==> config.mk <==
export PLATFORM = sky130hd
export DESIGN_NAME = sar_adc_serial
export DESIGN_NICKNAME = d
export VERILOG_FILES = /design/src/rtl/sar_adc_serial.sv
export SDC_FILE = /design/constraint.sdc
export NUM_CORES = 1
export LEC_CHECK = 0
export CAP_MARGIN = 20
export CORE_MARGIN = 3
export CORE_UTILIZATION = 29
export DETAILED_ROUTE_END_ITERATION = 6
export PLACE_DENSITY_LB_ADDON = 0.05
export SETUP_SLACK_MARGIN = 0.02
export SLEW_MARGIN = 20
export SYNTH_ARGS = -nofsm -noshare
export SYNTH_HDL_FRONTEND = slang
export SYNTH_SLANG_ARGS = --single-unit
==> constraint.sdc <==
create_clock -name sclk -period 2.9 [get_ports sclk]
set_input_delay 0.29 -clock sclk [delete_from_list [all_inputs] [get_ports sclk]]
set_output_delay 0.29 -clock sclk [all_outputs]
set_load 0.01 [all_outputs]
==> src/rtl/sar_adc_serial.sv <==
module sar_adc_serial #(
  parameter int RES = 12
) (
  input  logic           sclk,
  input  logic           cs_n,
  input  logic           din,
  input  logic           cmp_hi,
  output logic           dout,
  output logic           dout_oe,
  output logic           sstrb,
  output logic           sstrb_oe,
  output logic           track,
  output logic [2:0]     ch_pos,
  output logic [2:0]     ch_neg,
  output logic           neg_gnd,
  output logic           bipolar,
  output logic [RES-1:0] dac_code
);
  localparam int LAST = 8 + RES;
  localparam int CW   = $clog2(LAST + 1);
  localparam logic [CW-1:0] C_TRK  = CW'(5);
  localparam logic [CW-1:0] C_HOLD = CW'(8);
  localparam logic [CW-1:0] C_MSB  = CW'(9);
  localparam logic [CW-1:0] C_LAST = CW'(LAST);

  logic [CW-1:0]  cnt;
  logic [6:0]     sr;
  logic           sgl;
  logic [2:0]     code;
  logic           decide;
  logic [RES-1:0] bitm;

  assign decide   = (cnt >= C_MSB) && (cnt <= C_LAST);
  assign bitm     = {{(RES-1){1'b0}}, 1'b1} << (C_LAST - cnt);
  assign dout_oe  = ~cs_n;
  assign sstrb_oe = ~cs_n;
  assign ch_pos   = code;
  assign ch_neg   = {code[2:1], ~code[0]};
  assign neg_gnd  = sgl;

  always_ff @(posedge sclk or posedge cs_n) begin
    if (cs_n) begin
      cnt <= '0;
      sr  <= '0;
    end else if (cnt == '0) begin
      if (din) cnt <= CW'(1);
    end else if (cnt == C_LAST) begin
      cnt <= {{(CW-1){1'b0}}, din};
    end else begin
      cnt <= cnt + CW'(1);
      if (cnt < C_HOLD) sr <= {sr[5:0], din};
    end
  end

  always_ff @(negedge sclk or posedge cs_n) begin
    if (cs_n) begin
      track    <= 1'b0;
      sstrb    <= 1'b0;
      dout     <= 1'b0;
      sgl      <= 1'b0;
      code     <= '0;
      bipolar  <= 1'b0;
      dac_code <= '0;
    end else begin
      sstrb <= (cnt == C_HOLD);
      dout  <= decide & cmp_hi;
      if (cnt == C_TRK) begin
        track <= 1'b1;
        sgl   <= sr[3];
        code  <= sr[2:0];
      end
      if (cnt == C_HOLD) begin
        track    <= 1'b0;
        bipolar  <= ~sr[2];
        dac_code <= {1'b1, {(RES-1){1'b0}}};
      end
      if (decide)
        dac_code <= (dac_code & ~bitm) | (cmp_hi ? bitm : '0) | (bitm >> 1);
    end
  end

  assert_strobe_one_period_R4: assert property (@(negedge sclk) disable iff (cs_n)
    sstrb |=> !sstrb);
  assert_hold_with_strobe_R3: assert property (@(negedge sclk) disable iff (cs_n)
    $fell(track) |-> $rose(sstrb));
  assert_msb_trial_R7: assert property (@(negedge sclk) disable iff (cs_n)
    sstrb |-> (dac_code == {1'b1, {(RES-1){1'b0}}}));
  assert_channel_stable_R5: assert property (@(negedge sclk) disable iff (cs_n)
    (track && !$rose(track)) |-> $stable(ch_pos));
  assert_quiet_strobe_R10: assert property (@(negedge sclk) disable iff (cs_n)
    sstrb |-> !dout);
  assert_no_strobe_in_track_R3: assert property (@(negedge sclk) disable iff (cs_n)
    track |-> !sstrb);
endmodule

==> results of run 1 <==
layout by cell type (no fill, tap or decap), types with 4 or more instances in the layout:
master and instances:
o21ai_0 9, dfrtp_1 8, clkdlybuf4s50_1 5, buf_6 14, or3_1 4, mux2i_1 4, nand2_1 10, dlygate4sd2_1 23
clkbuf_8 6, a211oi_1 4, buf_4 43, a21oi_1 4, nor3_1 4, dfrtn_1 20, inv_1 7, nor2_1 18
mux2_2 4
power by group through the flow:
stage	Clock, mW	Sequential [mW]	Combinational (mW)
floorplan	0	0.798	1.20
CTS	0.350	0.763	2.25
global route	0.374	0.800	2.55
global placement	0	0.760	2.11
finish	0.335	0.766	2.36
detailed placement	0	0.770	2.13
cells in the mapped netlist (2+ instances only):
| library cell | n | area (sq um) |
|---|---|---|
| a211oi_1 | 4 | 30.0 |
| a211oi_2 | 2 | 25.0 |
| a21oi_1 | 6 | 30.0 |
| a2bb2oi_1 | 2 | 17.5 |
| and2_1 | 2 | 12.5 |
| buf_2 | 5 | 25.0 |
| buf_4 | 3 | 22.5 |
| clkbuf_1 | 4 | 15.0 |
| dfrtn_1 | 20 | 500 |
| dfrtp_1 | 9 | 225 |
| ha_1 | 6 | 75.1 |
| inv_1 | 10 | 37.5 |
| mux2_2 | 7 | 78.8 |
| mux2i_1 | 4 | 40.0 |
| nand2_1 | 12 | 45.0 |
| nand2b_1 | 4 | 25.0 |
| nand3_1 | 3 | 15.0 |
| nand3b_1 | 2 | 15.0 |
| nor2_1 | 20 | 75.1 |
| nor2b_1 | 3 | 18.8 |
| nor3_1 | 6 | 30.0 |
| o211ai_1 | 2 | 15.0 |
| o21ai_0 | 11 | 55.1 |
| o22ai_1 | 2 | 12.5 |
| o31ai_1 | 4 | 30.0 |
| or2_1 | 2 | 12.5 |
| or3_1 | 5 | 31.3 |
| or3b_1 | 2 | 17.5 |
| or4b_1 | 2 | 20.0 |
final cells by class:
class	instances	area (sq um)
Inverter	10	45.0
Timing Repair Buffer	86	752
Fill cell	571	3080
Sequential cell	29	727
Multi-Input combinational cell	135	1170
Tap cell	75	93.8
Clock buffer	7	86.3
through the flow:
step	power (mW)	instance area [sq um]	TNS (ns)	worst slack, ns
floorplan	2.00	1920	-8.08	-0.701
global placement	2.87	2540	-7.94	-0.622
detailed placement	2.90	2540	-8.64	-0.658
CTS	3.36	2780	-8.31	-0.662
global route	3.73	2880	-9.65	-0.707
finish	3.46	2880	-8.33	-0.654
worst max path at each step:
| stage | start | to | cells past startpoint |
|---|---|---|---|
| final | cnt[1]$_DFFE_PP0P_ | dac_code[10]$_DFFE_NP0P_ | 8 |
| after global routing | cnt[0]$_DFFE_PP0P_ | dac_code[4]$_DFFE_NP0P_ | 6 |
| after CTS | cnt[0]$_DFFE_PP0P_ | dac_code[4]$_DFFE_NP0P_ | 7 |
| after detailed placement | cnt[0]$_DFFE_PP0P_ | dac_code[7]$_DFFE_NP0P_ | 7 |
| after global placement | cnt[0]$_DFFE_PP0P_ | dac_code[4]$_DFFE_NP0P_ | 6 |
| after floorplan | cnt[0]$_DFFE_PP0P_ | dac_code[10]$_DFFE_NP0P_ | 9 |
flip-flops by register name, indices dropped and copies added, names as in the netlist:
name / count
dout: 1
ch_pos: 3
sr: 4
track: 1
cnt: 5
dac_code: 12
sstrb: 1
bipolar: 1
neg_gnd: 1
critical path, stage by stage, from the launching register on:
cell,delay [ns]
dfrtp_1,0.40
inv_4,0.06
buf_6,0.12
ha_4,0.15
or4b_1,0.49
o31ai_2,0.08
o21ba_4,0.21
or2_4,0.27
o21a_1,0.18
per-layer routing:
layer | GRT usage | wire [um] | vias up | share of wire
li1 | - | - | 830 | -
met1 | 0.199 | 2380 | 822 | 0.46
met2 | 0.254 | 2520 | 30 | 0.49
met3 | 0.0373 | 186 | 8 | 0.036
met4 | 0.0432 | 82 | 0 | 0.016
met5 | 0 | 0 | - | 0
cells by family after synthesis:
family                   Yosys count
buffers and inverters             23
AND/OR/NAND/NOR                   68
flip-flops                        29
adder cells (fa/ha/maj)            6
AO/OA/AOI/OAI                     49
XOR/XNOR                           1
multiplexers                      11
repair_timing:
| item | CTS | global route |
|---|---|---|
| pin swaps | 13 | 10 |
| buffers inserted | 9 | 9 |
| gates resized for setup | 47 | 16 |
| setup endpoints to repair | 43 | 19 |
| hold endpoints to repair | 0 | 0 |
==> metrics.csv, run 1 <==
metric,value,unit
post_synth_xor_area_fraction,0.00487,
avgSynthCellArea,9.61,sq um
p_seq_frac,0.221,
violations,negative setup slack,
synthCells,187,
via_count,1690,
grt_overflow_total,0,
clock-skew-final,0.0120,ns
wl,5.17,mm
area_delta_synth_final,59.9,%
cts_buffers,5,
grtUsageTotal,0.153,
ys_ff_latch,29,
hold_violations,0,
leakage,1.29,nW
synth.distinct_cells,52,
synth_edf_count,0,
viasPerCell,4.94,
ys_seq_area_frac,0.404,
initial_core_util,0.302,
cap_violations,0,
clock_latency,0.28,ns
timing.final.ws_setup,-0.654,ns
grt_pass1_wl,8.71,mm
hold_slack,0.374,ns
critPathKind,flop to flop,
fin_nets,277,
r2r-end,dac_code[10]$_DFFE_NP0P_,
cts_root_buf,clkbuf_8,
final_antenna_net_count,0,
dr.first_iter.drc_count,54,
cts_tree,done,
grt_max_degree,27,
r2r_start,cnt[1]$_DFFE_PP0P_,
yosys_warnings,0,
worst_pin_slew,0.621,ns
place_congestion,0.813,
synth_compound_area_frac,0.219,
layout-drive-gt1-share,0.408,
syn-num-nets,197,
ys.flop_type,dfrtn_1,
dpl.hpwl,3.84,mm
switching_share,0.413,
avgRoutedWirePerCell,15.1,um
cts_htree_levels,2,
cts-hold-fix-buffers,0,
dp_cells,321,
core,5960,sq um
cts.reportedPaths.clkPinSlew,0.07,ns
worst-r2r-cell-count,8,
combinationalPowerShare,0.682,
crit_arrival,2.24,ns
drc,0,
io_buffers,28,
die_w,84.7,um
finalCoreUtilization,0.483,
io_pins,29,
cp_max_fo,4,
grt_pass1_vias,1733,
power_density,1200,nW/um^2
maxSlewHeadroom,0.582,
die_area,7180,sq um
dieHeight,84.7,um
num_antenna_cells,0,
switchingPower,1.43,mW
ff2ff_setup_slack,-0.65,ns
rsz0062_at_grt,yes,
synth_fa_ha_area_frac,0.0418,
antenna_found_initial,0,
num_rows,28,
synth_top_family_by_area,compound AO/OA/AOI/OAI gates,
setup_violations,18,
dr.pass1.iters,4,
slew_viol_final,0,
synth_mux_area_frac,0.0661,
clock-sinks,29,
ir_drop,0.566,mV
critPathRequiredTime,1.59,ns
intPower,2.03,mW
cts_max_path_buffers,2,
status,finished with violations,
cp-start-kind,flop,
clock_power_share,0.097,
min_path_type,primary input to asynchronous set/reset pin,
end_kind,flop,
finalNonFillerCells,342,
syn_area,1800,sq um
async_flop_share,1.00,
yosys.area_share.simple,0.203,
No activity file was read; power rests on OpenSTA's default activity.
==> run 2, diff against run 1 <==
--- a/config.mk
+++ b/config.mk
@@ -7,7 +7,7 @@
 export LEC_CHECK = 0
 export CAP_MARGIN = 20
 export CORE_MARGIN = 3
-export CORE_UTILIZATION = 29
+export CORE_UTILIZATION = 53
 export DETAILED_ROUTE_END_ITERATION = 6
 export PLACE_DENSITY_LB_ADDON = 0.05
 export SETUP_SLACK_MARGIN = 0.02
==> run 2 against run 1 <==
- critical path depth is the same
- highest routed layer unchanged
- sequential cell count is the same
- global-route usage grew 14 points
- sequential power grew 2%
- critical endpoint unchanged
- non-clock buffer count grew 1
- via count grew 14%
- sequential share of layout area grew 0.63 points
- routed wire length grew 22%
- final cell count shrank 8.5%
- the run still ends with negative setup slack left
- largest power group unchanged
- worst hold slack lost 0.015 ns
==> metrics.csv, run 2 (synthesis gave the netlist of run 1 again) <==
metric,value,unit
core,3150,sq um
setup_violations,19,
tns,-9.51,ns
final_cell_mix,"45 x buf_4, 23 x dlygate4sd2_1, 20 x dfrtn_1, 19 x nor2_1, 13 x buf_6",
end_kind,flop,
cp_max_fo,4,
n_fill_cell,147,
layout_commonest_cell,buf_4,
grt_overflow_total,0,
timing.final.ws_setup,-0.764,ns
leakage,1.29,nW
grtUsageTotal,0.293,
worst_pin_slew,0.630,ns
largestRegisters,"dac_code (12), cnt (5), sr (4)",
power_density,1260,nW/um^2
rsz0062_at_grt,yes,
worst-r2r-cell-count,8,
combinationalPowerShare,0.706,
viasPerCell,6.16,
avgRoutedWirePerCell,20.1,um
cts.reportedPaths.clkPinSlew,0.10,ns
dr.first_iter.drc_count,210,
dp_cells,291,
slowest_stage,or4b_1,
multiInputGateArea,1170,sq um
io_buffers,28,
max_stage_delay,0.49,ns
grt_pass1_wl,9.39,mm
hold_slack,0.359,ns
worstPathCellList,inv_4 > buf_6 > ha_4 > or4b_1 > o31ai_1 > o21ba_4 > or2_4 > o21a_1,
pre_cts_slack,-0.668,ns
crit_buf_inv,2,
regMostFlops,dac_code,
cts_max_path_buffers,2,
via_count,1927,
slew_viol_final,0,
num_antenna_cells,0,
dpl_cell_area,2510,sq um
dpl.hpwl,3.81,mm
dr.pass1.iters,5,
crit_cells,8,
area_delta_synth_final,56.3,%
grt_util_met3,0.0633,
dieHeight,64.2,um
clock_latency,0.34,ns
status,finished with violations,
antenna_found_initial,0,
clock_power_share,0.073,
min_path_type,primary input to asynchronous set/reset pin,
cts_tree,done,
cts_htree_levels,2,
clock-skew-final,0.0260,ns
critPathRequiredTime,1.61,ns
finalCoreUtilization,0.891,
grtUsageMet2,0.517,
hold_violations,0,
wl,6.29,mm
num_rows,20,
io_pins,29,
power.total,3.55,mW
switchingPower,1.57,mW
maxSlewHeadroom,0.576,
place_congestion,0.876,
clock-sinks,29,
ir_drop,0.783,mV
cts_root_buf,clkbuf_4,
final_antenna_net_count,0,
grt.busiest_layer,met2,
violations,negative setup slack,
intPower,1.98,mW
fin_area,2810,sq um
cts_buffers,5,
fin_nets,278,
layout-drive-gt1-share,0.431,
die_w,64.2,um
critPathKind,flop to flop,
crit_arrival,2.38,ns
grt_pass1_vias,1880,
cap_violations,0,
cp-start-kind,flop,
switching_share,0.443,
grt_max_degree,32,
die_area,4130,sq um
initial_core_util,0.570,
regArea,728,sq um
drc,0,
gr-usage-met1,0.357,
largest_reg_flops,12,
critPathTopFamily,simple AND/OR/NAND/NOR gates,
p_seq_frac,0.221,
finalNonFillerCells,313,
-- run 2: cell types whose count changed in the layout (fill, tap and decap cells not counted), moves of 2 or more --
cell      previous run  this run
clkbuf_8             6         1
nor3_2               0         2
buf_4               43        45
nor3_1               4         2
clkbuf_4             0         5
a211oi_1             4         2
a211oi_2             2         4
-- run 2: worst paths after layout --
check                                     from                  endpoint  slack (ns)
max                         cnt[1]$_DFFE_PP0P_  dac_code[10]$_DFFE_NP0P_       -0.76
min                                       cs_n        cnt[1]$_DFFE_PP0P_        0.36
max reg2reg                 cnt[1]$_DFFE_PP0P_  dac_code[10]$_DFFE_NP0P_       -0.76
min reg2reg                bipolar$_DFFE_NP0P_       bipolar$_DFFE_NP0P_        0.46
max in group asynchronous                 cs_n   dac_code[2]$_DFFE_NP0P_        0.86
min in group sclk          bipolar$_DFFE_NP0P_       bipolar$_DFFE_NP0P_        0.46
-- run 2: what timing repair did --
item,in CTS,in global routing
gates cloned,0,0
pin swaps,9,10
buffers inserted,9,7
hold buffers,0,0
endpoints found under the setup margin,42,20
gates resized for setup,48,15
-- run 2: metal layers --
metal	vias to the layer above	wire length, um
met2	119	3150
met5	-	0
li1	835	-
met4	0	367
met1	931	2320
met3	42	463
-- run 2: worst register-to-register path, cell delays in order (launching register included) --
cell and delay (ns):
dfrtp_1 0.42, inv_4 0.07, buf_6 0.12, ha_4 0.16
or4b_1 0.49, o31ai_1 0.11, o21ba_4 0.22, or2_4 0.26
o21a_1 0.19
-- run 2: layout make-up --
type | count | area share
tap | 44 | 0.0196
sequential | 29 | 0.259
clock buffer | 8 | 0.0209
inverter | 10 | 0.0160
multi-input combinational | 135 | 0.415
timing repair buffer | 87 | 0.269
-- run 2: power by group through the flow --
stage | sequential [mW] | clock [mW] | combinational [mW]
2_1_floorplan | 0.798 | 0 | 1.20
3_3_place_gp | 0.754 | 0 | 2.06
3_5_place_dp | 0.779 | 0 | 2.14
4_1_cts | 0.767 | 0.267 | 2.25
5_1_grt | 0.805 | 0.288 | 2.68
6_report | 0.784 | 0.260 | 2.51
